`src/rtl/smb_pkg.sv`:
```
package smb_pkg;
    localparam int DATA_W = 8;
    localparam logic [3:0] DEV_ADDR_HI = 4'b1000;

    typedef enum logic [3:0] {
        ST_IDLE,
        ST_ADDR,
        ST_ADDR_ACK,
        ST_CMD,
        ST_CMD_ACK,
        ST_WDATA,
        ST_WDATA_ACK,
        ST_RDATA,
        ST_RD_ACK,
        ST_IGNORE
    } smb_state_e;
endpackage

```
`src/rtl/smb_line_sync.sv`:
```
module smb_line_sync #(
    parameter int SYNC_STAGES = 2
) (
    input  logic clk,
    input  logic rst_n,
    input  logic scl_i,
    input  logic sda_i,
    output logic sda_s,
    output logic scl_rise,
    output logic scl_fall,
    output logic start_det,
    output logic stop_det
);
    logic [SYNC_STAGES-1:0] scl_ff, sda_ff;
    logic scl_q, sda_q, scl_s;

    always_ff @(posedge clk or negedge rst_n) begin
        if (!rst_n) begin
            scl_ff <= '1;
            sda_ff <= '1;
            scl_q  <= 1'b1;
            sda_q  <= 1'b1;
        end else begin
            scl_ff <= {scl_ff[SYNC_STAGES-2:0], scl_i};
            sda_ff <= {sda_ff[SYNC_STAGES-2:0], sda_i};
            scl_q  <= scl_ff[SYNC_STAGES-1];
            sda_q  <= sda_ff[SYNC_STAGES-1];
        end
    end

    assign scl_s     = scl_ff[SYNC_STAGES-1];
    assign sda_s     = sda_ff[SYNC_STAGES-1];
    assign scl_rise  = scl_s & ~scl_q;
    assign scl_fall  = ~scl_s & scl_q;
    // data line moving while the clock line stays high marks a bus condition
    assign start_det = scl_s & scl_q & sda_q & ~sda_s;
    assign stop_det  = scl_s & scl_q & ~sda_q & sda_s;
endmodule

```
`src/rtl/smb_regfile.sv`:
```
module smb_regfile #(
    parameter int LOC_AW = 3,
    parameter int W      = 8,
    parameter int DEF_LO = 2,
    parameter int DEF_HI = 6,
    parameter int CTL_A  = 2,
    parameter int CTL_B  = 3
) (
    input  logic              clk,
    input  logic              rst_n,
    input  logic              bus_we,
    input  logic [7:0]        bus_addr,
    input  logic [W-1:0]      bus_wdata,
    output logic [W-1:0]      bus_rdata,
    input  logic              sl_we,
    input  logic [LOC_AW-1:0] sl_addr,
    input  logic [W-1:0]      sl_wdata,
    output logic [W-1:0]      sl_rdata,
    output logic [W-1:0]      ctl_a,
    output logic [W-1:0]      ctl_b
);
    localparam int NUM_LOC = 1 << LOC_AW;

    logic [W-1:0] loc [NUM_LOC];
    logic         bus_in_range;

    for (genvar g = 0; g < NUM_LOC; g++) begin : g_loc
        if (g >= DEF_LO && g <= DEF_HI) begin : g_reg
            always_ff @(posedge clk or negedge rst_n) begin
                if (!rst_n)
                    loc[g] <= '0;
                else if (sl_we && sl_addr == LOC_AW'(g))
                    loc[g] <= sl_wdata;   // slot side wins a same-cycle clash
                else if (bus_we && bus_addr == 8'(g))
                    loc[g] <= bus_wdata;
            end
        end else begin : g_rsv
            assign loc[g] = '1;
        end
    end

    assign bus_in_range = bus_addr < 8'(NUM_LOC);
    assign bus_rdata    = bus_in_range ? loc[bus_addr[LOC_AW-1:0]] : '1;
    assign sl_rdata     = loc[sl_addr];
    assign ctl_a        = loc[CTL_A];
    assign ctl_b        = loc[CTL_B];

    logic bus_def, sl_def;
    assign bus_def = (bus_addr >= 8'(DEF_LO)) && (bus_addr <= 8'(DEF_HI));
    assign sl_def  = (int'(sl_addr) >= DEF_LO) && (int'(sl_addr) <= DEF_HI);

    // a host write to a defined location lands there one cycle later
    assert_bus_store_R3: assert property (@(posedge clk) disable iff (!rst_n)
        (bus_we && bus_def && !(sl_we && sl_addr == bus_addr[LOC_AW-1:0]))
        |=> loc[$past(bus_addr[LOC_AW-1:0])] == $past(bus_wdata));

    // a slot-side write to a defined location lands there
    assert_slot_store_R10: assert property (@(posedge clk) disable iff (!rst_n)
        (sl_we && sl_def) |=> loc[$past(sl_addr)] == $past(sl_wdata));
endmodule

```
`src/rtl/smb_xfer_fsm.sv`:
```
module smb_xfer_fsm
    import smb_pkg::*;
(
    input  logic              clk,
    input  logic              rst_n,
    input  logic [2:0]        strap,
    input  logic              sda_s,
    input  logic              scl_rise,
    input  logic              scl_fall,
    input  logic              start_det,
    input  logic              stop_det,
    input  logic [DATA_W-1:0] rd_data,
    output logic              sda_oe,
    output logic              wr_en,
    output logic [7:0]        ptr,
    output logic [DATA_W-1:0] wr_data
);
    localparam int CNT_W = $clog2(DATA_W) + 1;
    localparam logic [CNT_W-1:0] FULL = CNT_W'(DATA_W);

    smb_state_e        state_q, state_d;
    logic [CNT_W-1:0]  cnt_q, cnt_d;
    logic [DATA_W-1:0] rx_q, rx_d, tx_q, tx_d;
    logic [7:0]        ptr_q, ptr_d;
    logic              rw_q, rw_d, nack_q, nack_d, wr_q, wr_d;
    logic [6:0]        dev_addr_q;

    // straps are captured only while the power-up reset is held
    always_ff @(posedge clk) begin
        if (!rst_n) dev_addr_q <= {DEV_ADDR_HI, strap};
    end

    always_ff @(posedge clk or negedge rst_n) begin
        if (!rst_n) state_q <= ST_IDLE;
        else        state_q <= state_d;
    end

    always_ff @(posedge clk or negedge rst_n) begin
        if (!rst_n) begin
            cnt_q  <= '0;
            rx_q   <= '0;
            tx_q   <= '1;
            ptr_q  <= '0;
            rw_q   <= 1'b0;
            nack_q <= 1'b0;
            wr_q   <= 1'b0;
        end else begin
            cnt_q  <= cnt_d;
            rx_q   <= rx_d;
            tx_q   <= tx_d;
            ptr_q  <= ptr_d;
            rw_q   <= rw_d;
            nack_q <= nack_d;
            wr_q   <= wr_d;
        end
    end

    always_comb begin
        state_d = state_q;
        cnt_d   = cnt_q;
        rx_d    = rx_q;
        tx_d    = tx_q;
        ptr_d   = ptr_q;
        rw_d    = rw_q;
        nack_d  = nack_q;
        wr_d    = 1'b0;
        if (stop_det) begin
            state_d = ST_IDLE;
        end else if (start_det) begin
            state_d = ST_ADDR;
            cnt_d   = '0;
        end else begin
            unique case (state_q)
                ST_IDLE, ST_IGNORE: ;
                ST_ADDR, ST_CMD, ST_WDATA: begin
                    if (scl_rise && cnt_q < FULL) begin
                        rx_d  = {rx_q[DATA_W-2:0], sda_s};
                        cnt_d = cnt_q + 1'b1;
                    end else if (scl_fall && cnt_q == FULL) begin
                        if (state_q == ST_ADDR) begin
                            rw_d    = rx_q[0];
                            state_d = (rx_q[7:1] == dev_addr_q) ? ST_ADDR_ACK : ST_IGNORE;
                        end else if (state_q == ST_CMD) begin
                            ptr_d   = rx_q;
                            state_d = ST_CMD_ACK;
                        end else begin
                            wr_d    = 1'b1;
                            state_d = ST_WDATA_ACK;
                        end
                    end
                end
                ST_ADDR_ACK: begin
                    if (scl_fall) begin
                        cnt_d = '0;
                        if (rw_q) begin
                            tx_d    = rd_data;
                            state_d = ST_RDATA;
                        end else begin
                            state_d = ST_CMD;
                        end
                    end
                end
                ST_CMD_ACK, ST_WDATA_ACK: begin
                    if (scl_fall) begin
                        cnt_d   = '0;
                        state_d = ST_WDATA;
                    end
                end
                ST_RDATA: begin
                    if (scl_rise) begin
                        cnt_d = cnt_q + 1'b1;
                    end else if (scl_fall) begin
                        if (cnt_q == FULL) state_d = ST_RD_ACK;
                        else               tx_d = {tx_q[DATA_W-2:0], 1'b1};
                    end
                end
                ST_RD_ACK: begin
                    if (scl_rise) begin
                        nack_d = sda_s;
                    end else if (scl_fall) begin
                        if (nack_q) begin
                            state_d = ST_IGNORE;
                        end else begin
                            tx_d    = rd_data;
                            cnt_d   = '0;
                            state_d = ST_RDATA;
                        end
                    end
                end
                default: state_d = ST_IDLE;
            endcase
        end
    end

    always_comb begin
        sda_oe = 1'b0;
        unique case (state_q)
            ST_ADDR_ACK, ST_CMD_ACK, ST_WDATA_ACK: sda_oe = 1'b1;
            ST_RDATA:                              sda_oe = ~tx_q[DATA_W-1];
            default:                               sda_oe = 1'b0;
        endcase
    end

    assign wr_en   = wr_q;
    assign ptr     = ptr_q;
    assign wr_data = rx_q;

    // the acknowledge phase is entered only for our own address
    assert_addr_match_R1: assert property (@(posedge clk) disable iff (!rst_n)
        (state_q == ST_ADDR_ACK && $past(state_q) == ST_ADDR) |-> rx_q[7:1] == dev_addr_q);

    // the captured address never moves once out of reset
    assert_strap_frozen_R2: assert property (@(posedge clk) disable iff (!rst_n)
        $past(rst_n) |-> $stable(dev_addr_q));

    // a detected START always lands in the address phase
    assert_start_restart_R9: assert property (@(posedge clk) disable iff (!rst_n)
        ($past(rst_n) && $past(start_det)) |-> state_q == ST_ADDR);

    // a returned byte is resent only after a host acknowledge
    assert_resend_on_ack_R8: assert property (@(posedge clk) disable iff (!rst_n)
        (state_q == ST_RDATA && $past(state_q) == ST_RD_ACK) |-> !$past(nack_q));

    // the store strobe is issued only while acknowledging a data byte
    assert_store_in_ack_R3: assert property (@(posedge clk) disable iff (!rst_n)
        wr_q |-> state_q == ST_WDATA_ACK);
endmodule

```
`src/rtl/smb_regslave.sv`:
```
module smb_regslave #(
    parameter int LOC_AW      = 3,
    parameter int SYNC_STAGES = 2
) (
    input  logic              clk,
    input  logic              rst_n,
    input  logic [2:0]        strap,
    input  logic              scl_i,
    input  logic              sda_i,
    output logic              sda_oe,
    input  logic              sl_we,
    input  logic [LOC_AW-1:0] sl_addr,
    input  logic [7:0]        sl_wdata,
    output logic [7:0]        sl_rdata,
    output logic [7:0]        ctl_a,
    output logic [7:0]        ctl_b
);
    logic       sda_s, scl_rise, scl_fall, start_det, stop_det;
    logic       wr_en;
    logic [7:0] ptr, wr_data, rd_data;

    smb_line_sync #(.SYNC_STAGES(SYNC_STAGES)) u_sync (
        .clk(clk), .rst_n(rst_n), .scl_i(scl_i), .sda_i(sda_i),
        .sda_s(sda_s), .scl_rise(scl_rise), .scl_fall(scl_fall),
        .start_det(start_det), .stop_det(stop_det)
    );

    smb_xfer_fsm u_fsm (
        .clk(clk), .rst_n(rst_n), .strap(strap), .sda_s(sda_s),
        .scl_rise(scl_rise), .scl_fall(scl_fall),
        .start_det(start_det), .stop_det(stop_det),
        .rd_data(rd_data), .sda_oe(sda_oe), .wr_en(wr_en),
        .ptr(ptr), .wr_data(wr_data)
    );

    smb_regfile #(.LOC_AW(LOC_AW), .W(8)) u_regs (
        .clk(clk), .rst_n(rst_n),
        .bus_we(wr_en), .bus_addr(ptr), .bus_wdata(wr_data), .bus_rdata(rd_data),
        .sl_we(sl_we), .sl_addr(sl_addr), .sl_wdata(sl_wdata), .sl_rdata(sl_rdata),
        .ctl_a(ctl_a), .ctl_b(ctl_b)
    );
endmodule

```
`config.mk`:
```
export PLATFORM = sky130hd
export DESIGN_NAME = smb_regslave
export DESIGN_NICKNAME = d
export VERILOG_FILES = /design/src/rtl/smb_pkg.sv /design/src/rtl/smb_line_sync.sv /design/src/rtl/smb_regfile.sv /design/src/rtl/smb_xfer_fsm.sv /design/src/rtl/smb_regslave.sv
export SDC_FILE = /design/constraint.sdc
export NUM_CORES = 1
export LEC_CHECK = 0
export ABC_AREA = 0
export CAP_MARGIN = 30
export CORE_MARGIN = 2
export CORE_UTILIZATION = 40
export DETAILED_ROUTE_END_ITERATION = 8
export MAX_ROUTING_LAYER = met4
export PLACE_DENSITY_LB_ADDON = 0.25
export SLEW_MARGIN = 20
export SYNTH_ARGS = -nofsm -noshare
export SYNTH_HDL_FRONTEND = slang
export SYNTH_SLANG_ARGS = --single-unit
```
`constraint.sdc`:
```
create_clock -name clk -period 2 [get_ports clk]
set_input_delay 0.3 -clock clk [delete_from_list [all_inputs] [get_ports clk]]
set_output_delay 0.3 -clock clk [all_outputs]
set_load 0.01 [all_outputs]
```
# == Word-level counts from Yosys, hierarchy flattened ==
# Cells that the tools add are included.
# totals
out_inout_bits,25
word_cells,176
input_bits,19
reg_bits,84
# op_classes
n_mux,59
magnitude_cmp,4
reduce_logical,31
n_bitwise,18
n_addsub,1
n_eq_ne,45
# ops
op,count
2-to-1 mux 8 bit,23
2-to-1 mux 4 bit,21
binary-select mux 8 bit (select 3 bit),2
"equality test 8 x 3 -> 1 bit, second input constant",3
"!= test 4 x 3 -> 1 bit, second input constant",6
case mux 4 bit (6 select lines),1
case mux 8 bit (3 select lines),1
"equality test 4 x 3 -> 1 bit, second input constant",4
"equality test 8 x 2 -> 1 bit, second input constant",2
case mux 4 bit (4 select lines),1
"equality test 4 bit, second input constant",3
logical AND 1 bit,12
"!= test 4 bit, second input constant",3
AND reduction 11 bit,1
AND reduction 10 bit,1
nonzero test 2 bit,5
"equality test 3 bit, second input constant",3
"!= test 3 x 2 -> 1 bit, second input constant",3
"!= test 3 bit, second input constant",3
inverter 1 bit,9
"equality test 4 x 2 -> 1 bit, second input constant",2
"greater-or-equal comparator 4 bit, second input constant",2
"less-than comparator 8 x 4 -> 1 bit, second input constant",1
"!= test 2 x 1 -> 1 bit, second input constant",4
other kinds (22),42

# == Depth between registers and ports, before layout ==
# logic_depth
ltp_word,9
mapped_depth,7
ltp_nobuf,7

# == Modules after synthesis ==
# Synthesis repeated with hierarchy kept, for this count alone.
# hier_totals
hier_cells,496
area_unflattened_um2,5063.6
# by_module_without_submodules
module,cells_per_inst,area_per_inst_um2,n_inst,seq_area_each_um2
smb_regfile,292,2750.1,1,1001.0
smb_xfer_fsm,194,2123.3,1,975.9
smb_line_sync,10,190.2,1,157.7

# == Worst setup path before layout ==
# OpenSTA, ideal clock, no wires.
# synth_timing
path_kind,register -> register
startpoint,register u_sync.scl_ff[1]
endpoint,register u_fsm.cnt_q[0]
path_buffers,0
t_required_ps,1872
setup_ps,128
stages_incl_launch_ff,6
slack_ps,124
period_less_slack_ps,1876
arrival_time_ps,1749
cell_sequence,dfstp_2 -> nor2b_1 -> o22ai_1 -> a221oi_1 -> o21a_1 -> mux2_1
# synth_via
elab_chain_len,5
elab_cells_between_ends,19
classes_between,eq/ne (6); mux (1); bitwise (9); reduce/logical (3)
# synth_lines
element,line_no,text
start: declaration,smb_line_sync.sv:14,"logic [SYNC_STAGES-1:0] scl_ff, sda_ff;"
start signal: assignment,smb_line_sync.sv:24,"scl_ff <= {scl_ff[SYNC_STAGES-2:0], scl_i};"
bitwise AND 1 bit,"smb_line_sync.sv:36, smb_line_sync.sv:37",
bitwise AND 1 bit (on tied branches) (2 in series),"smb_line_sync.sv:36, smb_line_sync.sv:37",
"!= test 3 x 2 -> 1 bit (no line), or another cell as far along",-,
AND reduction 8 bit (no line),-,
end signal: assignment,smb_xfer_fsm.sv:48,cnt_q <= cnt_d;
end: declaration,smb_xfer_fsm.sv:22,"logic [CNT_W-1:0] cnt_q, cnt_d;"
# Several ways; a longest one is shown, not always the timed one.
# A chain may end at the register's enable or synchronous reset.

# == Final worst setup path ==
# layout_timing
startpoint,register u_fsm.state_q[1]
endpoint,register u_fsm.cnt_q[1]
# layout_via
elab_chain_len,4
elab_cells_between_ends,20
classes_between,eq/ne (14); mux (2); reduce/logical (4)
# layout_lines
element,line_no,text
start: declaration,smb_xfer_fsm.sv:21,"smb_state_e state_q, state_d;"
start signal: assignment,smb_xfer_fsm.sv:35,else state_q <= state_d;
"equality test 4 x 3 -> 1 bit, or another cell as far along",smb_xfer_fsm.sv:73,unique case (state_q)
OR reduction 3 bit (on tied branches),-,
"!= test 3 x 2 -> 1 bit (no line), or another cell as far along",-,
AND reduction 8 bit (no line) or 2-to-1 mux 4 bit (tied branches),-,
# Several ways; a longest one is shown, not always the timed one.

==> flow_summary.yaml <==
run_status:
  outcome: "complete, no violations"
sta:
  worst_slew_pin_slew_ns: 0.5098
  fin_hold_ws_ns: 0.3470
  finClkSkew_ns: 0.006722
  fin_crit_sh: 0.9730
  finalCriticalPeriod_ns: 1.946
  timing.fmax_mhz: 513.9
  rsz0062_at_grt: "yes"
  finalMaxSlewViolations: 0
  finalHoldViolCount: 0
  setup_viol_count_final: 0
  post-route-worst-setup-slack_ns: 0.05391
  max_slew_margin: 0.6593
placed_design:
  dp_hpwl_um: 9650
  io_buffer_count: 43
  pre_cts_slack_ns: -0.5330
  gp_congestion: 0.9218
logic_synthesis:
  synth_top_area_frac: 0.3445
  netlist_area_um2: 4867
  synth_top_area_cell: "dfrtp_1"
  ys_seq_elements: 84
  synthTopCellsByArea: "dfrtp_1 34%, mux2i_1 12%, mux2_2 7.9%"
  ys_seq_area_frac: 0.4386
  dominantRegCellSynth: "dfrtp_1"
  ys_warn_count: 0
  ys_types: 57
  synth_fp_nets: 501
  synth-edff-count: 3
  avgSynthCellArea_um2: 10.14
  synth_cells: 480
  synthArstFlopShare: 0.9643
worst_setup_path:
  crit_fanout: 7
  arrival_ns: 2.17
  cp-start-kind: "register"
  crit_path_end_kind: "register"
  crit_slowest_cell: "or4_4"
  crit_chain: "buf_4, or4_4, a21boi_1, o21ai_1, o21a_1, mux2_1"
  reg2reg_depth: 6
  r2r_start: "u_fsm.state_q[1]"
  r2r_slack_ns: 0.05
  crit_end: "u_fsm.cnt_q[1]"
  slowest_delay_ns: 0.51
  cp.required_ns: 2.22
  startpoint: "u_fsm.state_q[1]"
  timing.rr.end: "u_fsm.cnt_q[1]"
  criticalPathCategory: "reg2reg"
floorplan:
  dieArea_um2: 13070
  rows: 40
  io_pins: 44
  core_um2: 11960
  start_util: 0.4069
  die_y_um: 114.3
  die_w_um: 114.3
clocking:
  cts_buffers: 9
  cts.clk_slew.worst_paths_ns: 0.06
  clock-root-buffer: "clkbuf_16"
  cts_buffer_depth: 2
  clock_latency_ns: 0.35
  cts_max_level: 3
  cts_tree: "built"
  cts_sinks: 84
drt:
  routed_via_density: 5.615
  wl_met1_um: 6337
  wl_met2_um: 5899
  wl_per_cell_um: 18.82
  highest_layer: "met4"
  dr.pass1.iters: 5
  drt-initial-drc-count: 354
  drcViolationCount: 0
  met3_length_um: 675
  postRouteAntennaNets: 0
  num_vias: 3925
  wl_um: 13160
layout:
  post-route-util: 0.5051
  syn_to_final_growth_pct: 24.14
  most-common-layout-cells: "65 x dfrtp_1, 60 x buf_4, 58 x mux2i_1, 48 x nor2_1, 34 x mux2_2"
  antenna_cells: 0
  layout_commonest_cell: "dfrtp_1"
  final_nets: 568
  drive_above_1_share: 0.2645
pwr:
  p_leak_uw: 0.002630
  power_uw: 4610
  vdd_drop_max_mv: 0.7366
  power.density_nw_per_um2: 763.0
global_routing:
  grtUsageTotal: 0.2197
  grt_pass1_vias: 3776
  grt_antenna_before_repair: 0
  grt_overflow: 0
  grt_pass1_wl_um: 20990
  grt_max_degree: 71
hold_path:
  hold_class: "in2async"
job:
  maxCapViolations: 0
[logic make-up (layout without fill, tap and decap cells)]
logic type / after synthesis / after routing / synth area share
adder cells (fa/ha/maj): 2 / 2 / 0.005141
AND/OR/NAND/NOR: 119 / 119 / 0.1249
XOR/XNOR: 5 / 5 / 0.008999
AO/OA/AOI/OAI: 109 / 109 / 0.1388
multiplexers: 102 / 102 / 0.2211
buffers and inverters: 59 / 131 / 0.06247
flip-flops: 84 / 84 / 0.4386
[worst min-delay path by stage]
stage	endpoint	slack, ns	depth (start not counted)	from
floorplan	u_fsm.cnt_q[0]	0.004	0	rst_n
global placement	u_fsm.state_q[1]	0.17	1	rst_n
detailed placement	u_fsm.state_q[1]	0.18	1	rst_n
CTS	u_sync.sda_ff[0]	0.35	1	sda_i
global route	u_fsm.state_q[2]	0.36	2	rst_n
finish	u_fsm.state_q[1]	0.35	2	rst_n
[routing by layer]
layer	global-route usage	vias to the layer above
met5	-	-
met4	0.07642	0
met3	0.03970	15
met1	0.3066	1920
li1	-	1859
met2	0.3230	131
[flip-flops by register name, indices dropped and copies added, names as in the netlist, 2 cells and up]
signal / count
u_regs.ctl_b: 8
u_sync.sda_ff: 2
u_fsm.wr_data: 8
u_fsm.state_q: 4
u_fsm.tx_q: 8
u_fsm.dev_addr_q: 3
u_fsm.ptr: 8
u_regs.ctl_a: 8
u_regs.loc: 24
u_sync.scl_ff: 2
u_fsm.cnt_q: 4
[through the flow]
step / area (um2) / cells / setup TNS [ns]
3_5_place_dp: 5713 / 680 / -4.350
2_1_floorplan: 4867 / 480 / 0
6_report: 6042 / 699 / 0
4_1_cts: 6011 / 699 / 0
5_1_grt: 6042 / 699 / -0.007185
3_3_place_gp: 5713 / 680 / -4.113
[worst max-delay path, delay by kind of cell (launching register included)]
family	cells	cell delay [ns]
muxes	1	0.32
AOI/OAI and AO/OA	3	0.39
and+or+nand+nor	1	0.51
DFF	1	0.43
buffers and inverters	1	0.17
[where the power goes]
group	internal, uW	total, uW	switching (uW)
Combinational	503	937	434
Clock	905	1540	637
Sequential	1910	2130	219
[synth_stat cells (2+ instances only)]
cell and n:
nand2b_1 6, dfrtp_1 67, nand4b_1 2, o21ai_1 19, a22o_1 9, nor2b_1 5, mux2_1 10, nand3_1 7
xor2_1 3, o21ai_0 2, o31ai_1 2, edfxtp_1 3, buf_4 16, nor2_1 48, ha_1 2, inv_1 8
a22oi_1 8, clkbuf_1 17, nand3b_1 3, mux2i_1 58, o22ai_1 21, mux2_2 34, a31oi_1 2, buf_1 5
a21oi_1 34, buf_2 11, nor3_1 6, xnor2_1 2, or3_1 2, nand2_1 27, dfstp_2 14, nor4_4 2
[cell type report]
cell class | count | area [um2]
fill | 1134 | 5919
multi-input combinational | 337 | 2482
sequential | 84 | 2137
timing repair buffer | 107 | 934.6
clock buffer | 14 | 264.0
tap | 147 | 183.9
inverter | 8 | 30.03
clock inverter | 2 | 10.01
[what timing repair did]
item	CTS	global route
setup endpoints to repair	19	22
gates resized for setup	19	9
setup buffers	2	0
hold buffers	1	0
pin swaps	0	4
hold endpoints to repair	5	0
(Power assumes the default switching activity.)
